<file path="src/rtl/ecpu_pkg.sv">
package ecpu_pkg;
    localparam int W      = 8;
    localparam int PRIME  = 251;
    localparam logic [W:0] POLY = 9'h11B;
    localparam int NREG   = 16;
    localparam int RAW    = $clog2(NREG);
    localparam int STEPW  = 5;

    // register file map: operands, coefficients, temporaries 6..9, results
    localparam int R_PX = 0;
    localparam int R_PY = 1;
    localparam int R_PZ = 2;
    localparam int R_QX = 3;
    localparam int R_QY = 4;
    localparam int R_CA = 5;
    localparam int R_OX = 10;
    localparam int R_OY = 11;
    localparam int R_OZ = 12;
    localparam int R_CB = 13;

    typedef enum logic [1:0] {ALU_ADD, ALU_SUB, ALU_MUL, ALU_SQR} alu_op_e;
    // encoding is {field_sel, op_sel}
    typedef enum logic [1:0] {MODE_BADD, MODE_BDBL, MODE_PADD, MODE_PDBL} mode_e;

    typedef struct packed {
        alu_op_e        op;
        logic [RAW-1:0] dst;
        logic [RAW-1:0] sa;
        logic [RAW-1:0] sb;
    } ustep_t;

    function automatic logic [W-1:0] gf2_reduce(input logic [2*W-2:0] p);
        logic [2*W-2:0] r;
        r = p;
        for (int i = 2*W-2; i >= W; i--)
            if (r[i]) r = r ^ ({{(W-2){1'b0}}, POLY} << (i-W));
        return r[W-1:0];
    endfunction

    function automatic logic [W-1:0] gf2_mul(input logic [W-1:0] a, input logic [W-1:0] b);
        logic [2*W-2:0] p;
        p = '0;
        for (int i = 0; i < W; i++)
            if (b[i]) p = p ^ ({{(W-1){1'b0}}, a} << i);
        return gf2_reduce(p);
    endfunction

    // squaring in characteristic two only interleaves zeros
    function automatic logic [W-1:0] gf2_sqr(input logic [W-1:0] a);
        logic [2*W-2:0] p;
        p = '0;
        for (int i = 0; i < W; i++) p[2*i] = a[i];
        return gf2_reduce(p);
    endfunction

    function automatic logic [W-1:0] fp_mul(input logic [W-1:0] a, input logic [W-1:0] b);
        logic [2*W-1:0] p;
        p = {{W{1'b0}}, a} * {{W{1'b0}}, b};
        return W'(p % (2*W)'(PRIME));
    endfunction

    function automatic logic [W-1:0] fp_add(input logic [W-1:0] a, input logic [W-1:0] b);
        logic [W:0] s;
        s = {1'b0, a} + {1'b0, b};
        if (s >= (W+1)'(PRIME)) s = s - (W+1)'(PRIME);
        return s[W-1:0];
    endfunction

    function automatic logic [W-1:0] fp_sub(input logic [W-1:0] a, input logic [W-1:0] b);
        logic [W:0] s;
        if (a >= b) s = {1'b0, a} - {1'b0, b};
        else        s = {1'b0, a} + (W+1)'(PRIME) - {1'b0, b};
        return s[W-1:0];
    endfunction

    function automatic ustep_t mk(input alu_op_e op, input int d, input int a, input int b);
        ustep_t s;
        s.op  = op;
        s.dst = RAW'(d);
        s.sa  = RAW'(a);
        s.sb  = RAW'(b);
        return s;
    endfunction

    function automatic logic [STEPW-1:0] prog_len(input mode_e m);
        case (m)
            MODE_BADD: return STEPW'(23);
            MODE_BDBL: return STEPW'(14);
            MODE_PADD: return STEPW'(18);
            default:   return STEPW'(23);
        endcase
    endfunction

    // registers: 0 X, 1 Y, 2 Z, 3 qx, 4 qy, 5 a, 13 b, 6..9 temps, 10..12 result
    function automatic ustep_t ucode(input mode_e m, input logic [STEPW-1:0] i);
        ustep_t s;
        s = mk(ALU_ADD, 6, 6, 6);
        case (m)
            MODE_BADD: case (i)
                5'd0:  s = mk(ALU_SQR, 6, 2, 2);
                5'd1:  s = mk(ALU_MUL, 7, 4, 6);
                5'd2:  s = mk(ALU_ADD, 7, 7, 1);
                5'd3:  s = mk(ALU_MUL, 8, 3, 2);
                5'd4:  s = mk(ALU_ADD, 8, 8, 0);
                5'd5:  s = mk(ALU_MUL, 9, 2, 8);
                5'd6:  s = mk(ALU_MUL, 6, 5, 6);
                5'd7:  s = mk(ALU_ADD, 6, 9, 6);
                5'd8:  s = mk(ALU_SQR, 8, 8, 8);
                5'd9:  s = mk(ALU_MUL, 8, 8, 6);
                5'd10: s = mk(ALU_SQR, 12, 9, 9);
                5'd11: s = mk(ALU_MUL, 9, 7, 9);
                5'd12: s = mk(ALU_SQR, 10, 7, 7);
                5'd13: s = mk(ALU_ADD, 10, 10, 8);
                5'd14: s = mk(ALU_ADD, 10, 10, 9);
                5'd15: s = mk(ALU_MUL, 6, 3, 12);
                5'd16: s = mk(ALU_ADD, 6, 10, 6);
                5'd17: s = mk(ALU_ADD, 7, 3, 4);
                5'd18: s = mk(ALU_SQR, 8, 12, 12);
                5'd19: s = mk(ALU_MUL, 7, 7, 8);
                5'd20: s = mk(ALU_ADD, 9, 9, 12);
                5'd21: s = mk(ALU_MUL, 9, 9, 6);
                5'd22: s = mk(ALU_ADD, 11, 9, 7);
                default: ;
            endcase
            MODE_BDBL: case (i)
                5'd0:  s = mk(ALU_SQR, 6, 0, 0);
                5'd1:  s = mk(ALU_SQR, 7, 2, 2);
                5'd2:  s = mk(ALU_MUL, 12, 6, 7);
                5'd3:  s = mk(ALU_SQR, 6, 6, 6);
                5'd4:  s = mk(ALU_SQR, 7, 7, 7);
                5'd5:  s = mk(ALU_MUL, 7, 13, 7);
                5'd6:  s = mk(ALU_ADD, 10, 6, 7);
                5'd7:  s = mk(ALU_MUL, 8, 5, 12);
                5'd8:  s = mk(ALU_SQR, 9, 1, 1);
                5'd9:  s = mk(ALU_ADD, 8, 8, 9);
                5'd10: s = mk(ALU_ADD, 8, 8, 7);
                5'd11: s = mk(ALU_MUL, 8, 10, 8);
                5'd12: s = mk(ALU_MUL, 9, 7, 12);
                5'd13: s = mk(ALU_ADD, 11, 9, 8);
                default: ;
            endcase
            MODE_PADD: case (i)
                5'd0:  s = mk(ALU_SQR, 6, 2, 2);
                5'd1:  s = mk(ALU_MUL, 7, 3, 6);
                5'd2:  s = mk(ALU_MUL, 6, 6, 2);
                5'd3:  s = mk(ALU_MUL, 6, 4, 6);
                5'd4:  s = mk(ALU_SUB, 7, 7, 0);
                5'd5:  s = mk(ALU_SUB, 6, 6, 1);
                5'd6:  s = mk(ALU_MUL, 12, 2, 7);
                5'd7:  s = mk(ALU_SQR, 8, 7, 7);
                5'd8:  s = mk(ALU_MUL, 9, 8, 7);
                5'd9:  s = mk(ALU_MUL, 8, 0, 8);
                5'd10: s = mk(ALU_SQR, 10, 6, 6);
                5'd11: s = mk(ALU_SUB, 10, 10, 9);
                5'd12: s = mk(ALU_SUB, 10, 10, 8);
                5'd13: s = mk(ALU_SUB, 10, 10, 8);
                5'd14: s = mk(ALU_SUB, 7, 8, 10);
                5'd15: s = mk(ALU_MUL, 7, 6, 7);
                5'd16: s = mk(ALU_MUL, 9, 1, 9);
                5'd17: s = mk(ALU_SUB, 11, 7, 9);
                default: ;
            endcase
            default: case (i)
                5'd0:  s = mk(ALU_SQR, 6, 1, 1);
                5'd1:  s = mk(ALU_MUL, 7, 0, 6);
                5'd2:  s = mk(ALU_ADD, 7, 7, 7);
                5'd3:  s = mk(ALU_ADD, 7, 7, 7);
                5'd4:  s = mk(ALU_SQR, 8, 2, 2);
                5'd5:  s = mk(ALU_SQR, 8, 8, 8);
                5'd6:  s = mk(ALU_MUL, 8, 5, 8);
                5'd7:  s = mk(ALU_SQR, 9, 0, 0);
                5'd8:  s = mk(ALU_ADD, 8, 8, 9);
                5'd9:  s = mk(ALU_ADD, 8, 8, 9);
                5'd10: s = mk(ALU_ADD, 8, 8, 9);
                5'd11: s = mk(ALU_MUL, 12, 1, 2);
                5'd12: s = mk(ALU_ADD, 12, 12, 12);
                5'd13: s = mk(ALU_SQR, 10, 8, 8);
                5'd14: s = mk(ALU_SUB, 10, 10, 7);
                5'd15: s = mk(ALU_SUB, 10, 10, 7);
                5'd16: s = mk(ALU_SUB, 9, 7, 10);
                5'd17: s = mk(ALU_MUL, 9, 8, 9);
                5'd18: s = mk(ALU_SQR, 6, 6, 6);
                5'd19: s = mk(ALU_ADD, 6, 6, 6);
                5'd20: s = mk(ALU_ADD, 6, 6, 6);
                5'd21: s = mk(ALU_ADD, 6, 6, 6);
                5'd22: s = mk(ALU_SUB, 11, 9, 6);
                default: ;
            endcase
        endcase
        return s;
    endfunction
endpackage

</file>
<file path="src/rtl/ecpu_field_alu.sv">
module ecpu_field_alu
    import ecpu_pkg::*;
(
    input  logic          prime,
    input  alu_op_e       op,
    input  logic [W-1:0]  a,
    input  logic [W-1:0]  b,
    output logic [W-1:0]  y
);
    always_comb begin
        case (op)
            ALU_ADD: y = prime ? fp_add(a, b) : (a ^ b);
            ALU_SUB: y = prime ? fp_sub(a, b) : (a ^ b);
            ALU_MUL: y = prime ? fp_mul(a, b) : gf2_mul(a, b);
            default: y = prime ? fp_mul(a, a) : gf2_sqr(a);
        endcase
    end
endmodule

</file>
<file path="src/rtl/ecpu_useq.sv">
module ecpu_useq
    import ecpu_pkg::*;
(
    input  logic    clk,
    input  logic    rst,
    input  logic    start,
    input  mode_e   mode_in,
    output logic    busy,
    output logic    done,
    output mode_e   mode_q,
    output ustep_t  step
);
    logic [STEPW-1:0] idx;
    logic             last;

    assign last = (idx == prog_len(mode_q) - STEPW'(1));
    assign step = ucode(mode_q, idx);

    always_ff @(posedge clk) begin
        if (rst) begin
            busy   <= 1'b0;
            done   <= 1'b0;
            idx    <= '0;
            mode_q <= MODE_BADD;
        end else if (start && !busy) begin
            busy   <= 1'b1;
            done   <= 1'b0;
            idx    <= '0;
            mode_q <= mode_in;
        end else if (busy) begin
            if (last) begin
                busy <= 1'b0;
                done <= 1'b1;
            end else begin
                idx <= idx + STEPW'(1);
            end
        end
    end

    a_r2_accept_idle: assert property (@(posedge clk) disable iff (rst)
        start && !busy |=> busy && !done);
    a_r2_ignore_busy: assert property (@(posedge clk) disable iff (rst)
        busy && start |=> $stable(mode_q));
    a_r7_busy_done_excl: assert property (@(posedge clk) disable iff (rst)
        !(busy && done));
    a_r7_step_in_program: assert property (@(posedge clk) disable iff (rst)
        busy |-> idx < prog_len(mode_q));
    a_r9_done_hold: assert property (@(posedge clk) disable iff (rst)
        done && !start |=> done);
endmodule

</file>
<file path="src/rtl/ecpu_regfile.sv">
module ecpu_regfile
    import ecpu_pkg::*;
(
    input  logic            clk,
    input  logic            rst,
    input  logic            load,
    input  logic [NREG-1:0] ld_mask,
    input  logic [W-1:0]    ld_val [NREG],
    input  logic            we,
    input  logic [RAW-1:0]  waddr,
    input  logic [W-1:0]    wdata,
    input  logic [RAW-1:0]  ra,
    input  logic [RAW-1:0]  rb,
    output logic [W-1:0]    rd_a,
    output logic [W-1:0]    rd_b,
    output logic [W-1:0]    out_x,
    output logic [W-1:0]    out_y,
    output logic [W-1:0]    out_z
);
    logic [W-1:0] rf [NREG];

    for (genvar i = 0; i < NREG; i++) begin : g_reg
        logic [W-1:0] r;
        always_ff @(posedge clk) begin
            if (rst)                        r <= '0;
            else if (load && ld_mask[i])    r <= ld_val[i];
            else if (we && waddr == RAW'(i)) r <= wdata;
        end
        assign rf[i] = r;
    end

    assign rd_a  = rf[ra];
    assign rd_b  = rf[rb];
    assign out_x = rf[R_OX];
    assign out_y = rf[R_OY];
    assign out_z = rf[R_OZ];
endmodule

</file>
<file path="src/rtl/ecpu_point_unit.sv">
module ecpu_point_unit
    import ecpu_pkg::*;
(
    input  logic         clk,
    input  logic         rst,
    input  logic         start,
    input  logic         field_sel,
    input  logic         op_sel,
    input  logic [7:0]   px,
    input  logic [7:0]   py,
    input  logic [7:0]   pz,
    input  logic [7:0]   qx,
    input  logic [7:0]   qy,
    input  logic [7:0]   curve_a,
    input  logic [7:0]   curve_b,
    output logic [7:0]   res_x,
    output logic [7:0]   res_y,
    output logic [7:0]   res_z,
    output logic         busy,
    output logic         done
);
    localparam logic [NREG-1:0] LD_MASK = NREG'((1 << R_PX) | (1 << R_PY) | (1 << R_PZ) |
                                                (1 << R_QX) | (1 << R_QY) | (1 << R_CA) |
                                                (1 << R_CB));

    mode_e        mode_q;
    ustep_t       step;
    logic [W-1:0] opa, opb, alu_y;
    logic [W-1:0] ld_val [NREG];
    logic         prime_q;

    always_comb begin
        for (int i = 0; i < NREG; i++) ld_val[i] = '0;
        ld_val[R_PX] = px;
        ld_val[R_PY] = py;
        ld_val[R_PZ] = pz;
        ld_val[R_QX] = qx;
        ld_val[R_QY] = qy;
        ld_val[R_CA] = curve_a;
        ld_val[R_CB] = curve_b;
    end

    assign prime_q = (mode_q == MODE_PADD) || (mode_q == MODE_PDBL);

    ecpu_useq u_seq (
        .clk     (clk),
        .rst     (rst),
        .start   (start),
        .mode_in (mode_e'({field_sel, op_sel})),
        .busy    (busy),
        .done    (done),
        .mode_q  (mode_q),
        .step    (step)
    );

    ecpu_regfile u_rf (
        .clk     (clk),
        .rst     (rst),
        .load    (start && !busy),
        .ld_mask (LD_MASK),
        .ld_val  (ld_val),
        .we      (busy),
        .waddr   (step.dst),
        .wdata   (alu_y),
        .ra      (step.sa),
        .rb      (step.sb),
        .rd_a    (opa),
        .rd_b    (opb),
        .out_x   (res_x),
        .out_y   (res_y),
        .out_z   (res_z)
    );

    ecpu_field_alu u_alu (
        .prime (prime_q),
        .op    (step.op),
        .a     (opa),
        .b     (opb),
        .y     (alu_y)
    );

    a_r9_result_stable: assert property (@(posedge clk) disable iff (rst)
        done && !start |=> $stable(res_x) && $stable(res_y) && $stable(res_z));
    a_r11_prime_in_field: assert property (@(posedge clk) disable iff (rst)
        done && prime_q |-> (res_x < 8'(PRIME)) && (res_y < 8'(PRIME)) && (res_z < 8'(PRIME)));
endmodule

</file>
<file path="config.mk">
export PLATFORM = sky130hd
export DESIGN_NAME = ecpu_point_unit
export DESIGN_NICKNAME = d
export VERILOG_FILES = /design/src/rtl/ecpu_pkg.sv /design/src/rtl/ecpu_field_alu.sv /design/src/rtl/ecpu_useq.sv /design/src/rtl/ecpu_regfile.sv /design/src/rtl/ecpu_point_unit.sv
export SDC_FILE = /design/constraint.sdc
export NUM_CORES = 1
export LEC_CHECK = 0
export BUFFER_PORTS_ARGS = -buffer_cell sky130_fd_sc_hd__clkbuf_2
export CAP_MARGIN = 20
export CORE_MARGIN = 4
export CORE_UTILIZATION = 55
export DETAILED_ROUTE_END_ITERATION = 10
export PLACE_DENSITY_LB_ADDON = 0.15
export SKIP_LAST_GASP = 1
export SLEW_MARGIN = 15
export SYNTH_ARGS = -nofsm -noshare
export SYNTH_HDL_FRONTEND = slang
export SYNTH_SLANG_ARGS = --single-unit
</file>
<file path="constraint.sdc">
create_clock -name clk -period 16.8 [get_ports clk]
set_clock_uncertainty 0.15 [all_clocks]
set_input_delay 0.84 -clock clk [delete_from_list [all_inputs] [get_ports clk]]
set_output_delay 0.84 -clock clk [all_outputs]
set_load 0.01 [all_outputs]
</file>
==> out/metrics.cfg, run 1 <==
[outcome]
status=completed

[synth]
synth_area_um2=21900
synth_warnings=0
synth-simple-area-share=0.221
syn_avg_cell_area_um2=7.24
syn_nets=3270
synth-main-ff-cell=dfxtp_1
synth_compound_area_frac=0.300
synthTopCellsByArea=dfxtp_1 (12%), mux2i_1 (7.5%), ha_1 (6.5%)
yosys.cell_count.top_type=nand2_1
yosys-mux-area-fraction=0.105
synth_area_leader_cell=dfxtp_1
async_reset_ff_frac=0
synth_adder_area_share=0.125
synth_top_family_by_area=compound AO/OA/AOI/OAI gates
synthCells=3030
synth-seq-cells=137
synth.top_cell.area_share=0.125
synth-edff-count=0
synth_common_cells=nand2_1 (371), nor2_1 (294), a21oi_1 (234), o21ai_0 (182), mux2i_1 (164)
synth_cell_type_count=122
synth_xor_area_frac=0.0648
seq_area_frac_synth=0.125

[power]
p_switching_mw=2.55
ir_worst_vdd_mv=0.151
seqPwrFrac=0.076
leakage_nw=11.1
power.clock.fraction=0.075
power_frac_comb=0.849
p_total_mw=4.66
swShare=0.547
power_density_nw_per_um2=182
internal-power_mw=2.11

[timing]
fmax_mhz=62.0
fin_crit_ns=16.13
hold_violations=0
slew_headroom=0.310
setup_violations=0
tightest_slew_ns=1.03
worst_slack_ns=0.674
slew_violations=0
fin_crit_sh=0.960

[drt]
wl_per_cell_um=21.1
via_per_inst=6.59
firstDrtPassIters=6
drtIter0Drc=2675
ant_nets=0
routed_wl_mm=80.3
vias=25000
drc=0

[clock_network]
clk_latency_ns=0.45
cts_hold_buf=0
cts-root-buf=clkbuf_16
clk_path_buf_depth=2
cts_buffers=17
clock-sinks=137
cts_tree=yes
htreeDepth=4
clk_pin_slew_ns=0.06

[place]
preCtsSetupSlack_ns=-0.157
placedCellCount=3742
dp_hpwl_mm=61.0
portBuffers=86
gp_congestion=1.05
detailed_place.area_um2=24600

[die]
core_area_um2=39000
die_w_um=208
ios=87
die-area_um2=43200
dieHeight_um=208
initial_core_util=0.563
rows=72

[finish]
drive_gt1_frac=0.200
final_nets=3507
post-route-cell-area_um2=25600
stdcell_count=3799
nFillCells=3432
area_growth_pct=16.8

[grt]
overflow=0
grt_max_degree=80
grt_pass1_wl_mm=125
track_usage=0.345
antenna_found_initial=2
grt_pass1_vias=23600

[critical_path]
crit_type=reg -> reg
required_ns=16.93
slowest_delay_ns=0.57
cp_slowest_cell=fa_1
crit_top_cell=buf_4
arrival_ns=16.26
cp-end-kind=register
startpoint_type=register
cp_num_buf_inv=11
critPathTopFamily=compound AO/OA/AOI/OAI gates
crit_fanout=11

[job]
drv_cap=0

[worst_hold_path]
hold_class=reg -> reg

==> registers in the layout, summed over array words and instances, names as in the netlist <==
signal,flops
u_rf.g.r,104
u_rf.out_x,8
u_rf.out_y,8
u_rf.out_z,8
u_seq.idx,5
u_seq.mode_q,2
u_seq.busy,1
u_seq.done,1
==> what timing repair did <==
action / in CTS / in global routing
cloned: 0 / 4
buffers inserted: 3 / 17
setup endpoints to repair: 49 / 83
gates resized for setup: 2 / 65
pin swaps: 1 / 9
==> layout make-up <==
type                            instances  area [um^2]  area share
Clock buffer                           18          429      0.0167
Timing Repair Buffer                  393         2840       0.111
Multi-Input combinational cell       2564        18300       0.713
Tap cell                              518          648      0.0253
Clock inverter                         14          111     0.00434
Inverter                              154          578      0.0225
Antenna cell                            1         2.50   0.0000976
Sequential cell                       137         2750       0.107
==> worst min-delay path: stages (launching register included) <==
cell	delay [ns]
dfxtp_1	0.32
nand2_1	0.05
a21oi_1	0.05
==> logic make-up (layout without fill, tap and decap cells) <==
group | Yosys count | after routing
and+or+nand+nor | 1045 | 1046
adders and majority gates | 180 | 180
AOI/OAI and AO/OA | 954 | 956
other | 0 | 1
muxes | 222 | 222
xor gates and xnor gates | 160 | 160
DFF | 137 | 137
buffers and inverters | 332 | 579
==> metal layers <==
metal,GRT usage,part of all wire
met1,0.458,0.41
met4,0.152,0.047
met2,0.565,0.46
met5,0,0
met3,0.0423,0.084
==> final timing paths <==
path                                          from             endpoint  slack, ns  cells past startpoint
worst min register to register  u_rf.g_reg[2].r[3]   u_rf.g_reg[2].r[3]       0.32                      2
worst min-delay path            u_rf.g_reg[2].r[3]   u_rf.g_reg[2].r[3]       0.32                      2
worst max register to register        u_seq.idx[1]  u_rf.g_reg[15].r[1]       0.67                     65
worst max-delay path                  u_seq.idx[1]  u_rf.g_reg[15].r[1]       0.67                     65
==> power by group through the flow <==
stage	Sequential [mW]	Clock [mW]	Combinational, mW
5_1_grt	0.354	0.365	4.27
6_report	0.353	0.351	3.95
2_1_floorplan	0.353	0	2.63
3_3_place_gp	0.359	0	3.69
4_1_cts	0.352	0.353	3.80
3_5_place_dp	0.359	0	3.77
==> cells in the final DEF (no fill, tap or decap), types with 18 or more instances in the layout <==
master and n:
a211oi_1 29, a21o_1 26, a21oi_1 228, a31oi_1 34, and2_1 26, and3_1 22
buf_4 298, clkbuf_16 18, clkbuf_2 86, dfxtp_1 135, fa_1 65, ha_1 111
inv_1 147, mux2_2 56, mux2i_1 159, nand2_1 370, nand3_1 80, nand4_1 19
nor2_1 289, nor3_1 82, o211ai_1 53, o21a_1 22, o21ai_0 175, o21ai_1 22
o22ai_1 71, o31ai_1 23, xnor2_1 110, xor2_1 46
==> through the flow <==
step | TNS [ns] | hold slack, ns | utilization
final | 0 | 0.324 | 0.657
after global routing | -0.203 | 0.351 | 0.657
after CTS | 0 | 0.325 | 0.646
after detailed placement | -3.02 | 0.316 | 0.631
after global placement | 0 | 0.306 | 0.631
after floorplan | 0 | 0.294 | -
Power figures use the tool's default switching activity.
==> run 2: changes to the inputs <==
==> constraint.sdc (replaced) <==
create_clock -name clk -period 13.3 [get_ports clk]
set_clock_uncertainty 0.15 [all_clocks]
set_input_delay 0.665 -clock clk [delete_from_list [all_inputs] [get_ports clk]]
set_output_delay 0.665 -clock clk [all_outputs]
set_load 0.01 [all_outputs]
==> run 2 against run 1 <==
Net effect:
- the run now fails in 5_1_grt
- area after synthesis is the same
- synthesized cell count did not move
==> out/metrics.cfg, run 2 <==
[outcome]
status=aborted with a tool error  ; was completed
failed_stage=5_1_grt
tool.error=[ERROR GRT-0232] Routing congestion too high. Check the congestion heatmap in the GUI.

[timing]
postGrtWorstEndpoint=u_rf.out_x[7]$_SDFFE_PP0P_/D
worst-ep-kind=register data pin

[synth]
synth-edff-count=0  ; unchanged
synthCells=3030  ; unchanged
synth_warnings=0  ; unchanged
yosys.cell_count.top_type=nand2_1  ; unchanged
synth-main-ff-cell=dfxtp_1  ; unchanged
synth_cell_type_count=122  ; unchanged
synth.top_cell.area_share=0.125  ; unchanged
synthTopCellsByArea=dfxtp_1 (12%), mux2i_1 (7.5%), ha_1 (6.5%)  ; unchanged
synth_area_um2=21900  ; unchanged
seq_area_frac_synth=0.125  ; unchanged
syn_avg_cell_area_um2=7.24  ; unchanged
synth_common_cells=nand2_1 (371), nor2_1 (294), a21oi_1 (234), o21ai_0 (182), mux2i_1 (164)  ; unchanged
synth_area_leader_cell=dfxtp_1  ; unchanged
syn_nets=3270  ; unchanged
async_reset_ff_frac=0  ; unchanged
synth-seq-cells=137  ; unchanged

[grt]
track_usage=0.651
overflow=18
grt_max_degree=83

[die]
dieHeight_um=208  ; unchanged
ios=87  ; unchanged
die_w_um=208  ; unchanged
rows=72  ; unchanged
initial_core_util=0.563  ; unchanged

[clock_network]
clock-sinks=137  ; unchanged
htreeDepth=4  ; unchanged
cts-root-buf=clkbuf_16  ; unchanged
clk_path_buf_depth=2  ; unchanged
cts_buffers=17  ; unchanged
cts_hold_buf=0  ; unchanged

[place]
preCtsSetupSlack_ns=-1.75  ; was -0.157 ns
portBuffers=86  ; unchanged
gp_congestion=1.03  ; was 1.05
dp_hpwl_mm=70.6  ; was 61.0 mm

## run 2: cell counts after synthesis
No cell type changed its count.
## run 2: stage by stage
stage / std cells / instance area [um^2] / setup TNS, ns / utilization
after CTS: 4431 / 32200 / -61.57 / 0.824
after detailed placement: 4312 / 29600 / -130.68 / 0.760
after global placement: 4311 / 29600 / -84.40 / 0.760
after floorplan: 3030 / 23000 / -109.53 / -
## run 2: per-layer routing
layer	global-route usage	overflow
met3	0.438	1
met4	0.618	8
met2	0.859	8
met5	0.162	0
met1	0.665	1
## run 2: cells by family after synthesis
group,synth area share
adder cells (fa/ha/maj),0.125
buffers and inverters,0.0601
flip-flops,0.125
multiplexers,0.105
AO/OA/AOI/OAI,0.300
AND/OR/NAND/NOR,0.221
XOR/XNOR,0.0648
## run 2: what timing repair did
action,in CTS
cloned,10
buffers inserted,78
pin swaps,88
resized for setup,237
setup endpoints to repair,83
==> run 3: changes to the inputs <==
--- a/config.mk
+++ b/config.mk
@@ -8,7 +8,7 @@
 export BUFFER_PORTS_ARGS = -buffer_cell sky130_fd_sc_hd__clkbuf_2
 export CAP_MARGIN = 20
 export CORE_MARGIN = 4
-export CORE_UTILIZATION = 55
+export CORE_UTILIZATION = 40
 export DETAILED_ROUTE_END_ITERATION = 10
 export PLACE_DENSITY_LB_ADDON = 0.15
 export SKIP_LAST_GASP = 1
==> constraint.sdc (replaced) <==
create_clock -name clk -period 17.3 [get_ports clk]
set_clock_uncertainty 0.15 [all_clocks]
set_input_delay 0.865 -clock clk [delete_from_list [all_inputs] [get_ports clk]]
set_output_delay 0.865 -clock clk [all_outputs]
set_load 0.01 [all_outputs]
==> run 3 against run 2 <==
Net effect:
- the run now ends clean
==> out/metrics.cfg, run 3 (synthesized netlist as in run 1, its figures left out) <==
[outcome]
status=completed  ; was aborted with a tool error

[place]
gp_congestion=0.973  ; was 1.03
portBuffers=86  ; unchanged
preCtsSetupSlack_ns=0.344  ; was -1.75 ns
dp_hpwl_mm=64.1  ; was 70.6 mm

[critical_path]
startpoint_type=register
arrival_ns=16.52
slowest_delay_ns=0.57
crit_type=reg -> reg
cp-end-kind=register
required_ns=17.51
cp_slowest_cell=fa_1
crit_fanout=14

[drt]
firstDrtPassIters=8
wl_per_cell_um=20.9
routed_wl_mm=82.9
via_per_inst=6.08
vias=24100
drc=0
drtIter0Drc=1911
ant_nets=0

[die]
rows=85  ; was 72
core_area_um2=54000
die_w_um=242  ; was 208 um
initial_core_util=0.406  ; was 0.563
ios=87  ; unchanged
dieHeight_um=242  ; was 208 um
die-area_um2=58700

[power]
ir_worst_vdd_mv=0.0959
leakage_nw=11.0
power_density_nw_per_um2=176

[finish]
max_flop_register=u_rf.g.r
final_cell_mix=nand2_1 (371), nor2_1 (291), buf_4 (282)
largest_register_ff_count=104
area_growth_pct=16.9
drive_gt1_frac=0.186
diodes=0
final_common_cell=nand2_1
final_nets=3493

[clock_network]
cts_buffers=17  ; unchanged
clock-sinks=137  ; unchanged
cts_tree=yes
clk_pin_slew_ns=0.06
clk_path_buf_depth=2  ; unchanged
htreeDepth=4  ; unchanged
cts-root-buf=clkbuf_16  ; unchanged
cts_hold_buf=0  ; unchanged
clk_latency_ns=0.44

[grt]
grt_pass1_wl_mm=128
grt_use_met2=0.455
grt_pass1_vias=23300
antenna_found_initial=0
track_usage=0.265
grt_util_met1=0.353
busiest_layer=met2
grtUsageMet3=0.0257
overflow=0
grt_max_degree=83

[timing]
setup_violations=0
totalNegativeSetupSlack_ns=0
slew_headroom=0.284
fmax_mhz=61.3
tightest_slew_ns=1.07
worst_slack_ns=0.981
slew_violations=0
fin_crit_ns=16.32
hold_violations=0
fin_crit_sh=0.943

[job]
drv_cap=0

[worst_hold_path]
hold_class=reg -> reg

-- run 3: stage by stage --
step            util  instances  total power [mW]  hold slack, ns  area, um^2
2_1_floorplan      -       3030              2.89           0.294       22000
3_3_place_gp   0.459       3914              4.02           0.305       24800
3_5_place_dp   0.459       3914              4.04           0.317       24800
4_1_cts        0.471       3946              4.46           0.326       25400
5_1_grt        0.475       3962              4.90           0.352       25700
6_report       0.475       3962              4.52           0.326       25700
-- run 3: final cells by class --
type	instances	area, um^2
Multi-Input combinational cell	2564	18100
Inverter	154	578
Clock buffer	19	443
Fill cell	5534	28400
Sequential cell	137	2750
Tap cell	696	871
Clock inverter	13	181
Timing Repair Buffer	379	2750
-- run 3: worst max-delay path, delay by kind of cell, from the launching register on --
| family | cells | cell delay [ns] |
|---|---|---|
| AND/OR/NAND/NOR | 15 | 3.35 |
| multiplexers | 3 | 1.16 |
| AO/OA/AOI/OAI | 23 | 5.39 |
| buffers and inverters | 10 | 1.70 |
| flip-flops | 1 | 0.36 |
| XOR/XNOR | 3 | 0.51 |
| adder cells (fa/ha/maj) | 9 | 3.56 |
-- run 3: final timing paths --
check,startpoint,endpoint,slack (ns),cells after the start
setup / recovery,u_seq.idx[1],u_rf.out_z[3],0.98,63
hold reg to reg,u_rf.g_reg[1].r[5],u_rf.g_reg[1].r[5],0.33,2
hold / removal,u_rf.g_reg[1].r[5],u_rf.g_reg[1].r[5],0.33,2
setup reg to reg,u_seq.idx[1],u_rf.out_z[3],0.98,63
-- run 3: where the power goes --
part,total (mW),internal [mW],switching [mW],leakage [nW]
logic,3.78,1.53,2.25,9.60
clock network,0.394,0.235,0.159,0.303
registers,0.344,0.329,0.0158,1.12
-- run 3: timing repair --
action | CTS | global route
setup buffers | 0 | 12
gates resized for setup | 0 | 24
endpoints found under the hold margin | 0 | 0
setup endpoints to repair | 0 | 83
-- run 3: routing by layer --
metal | up-vias | part of all wire
met1 | 11700 | 0.44
met3 | 122 | 0.054
li1 | 11500 | -
met5 | - | 0
met2 | 787 | 0.47
met4 | 0 | 0.030
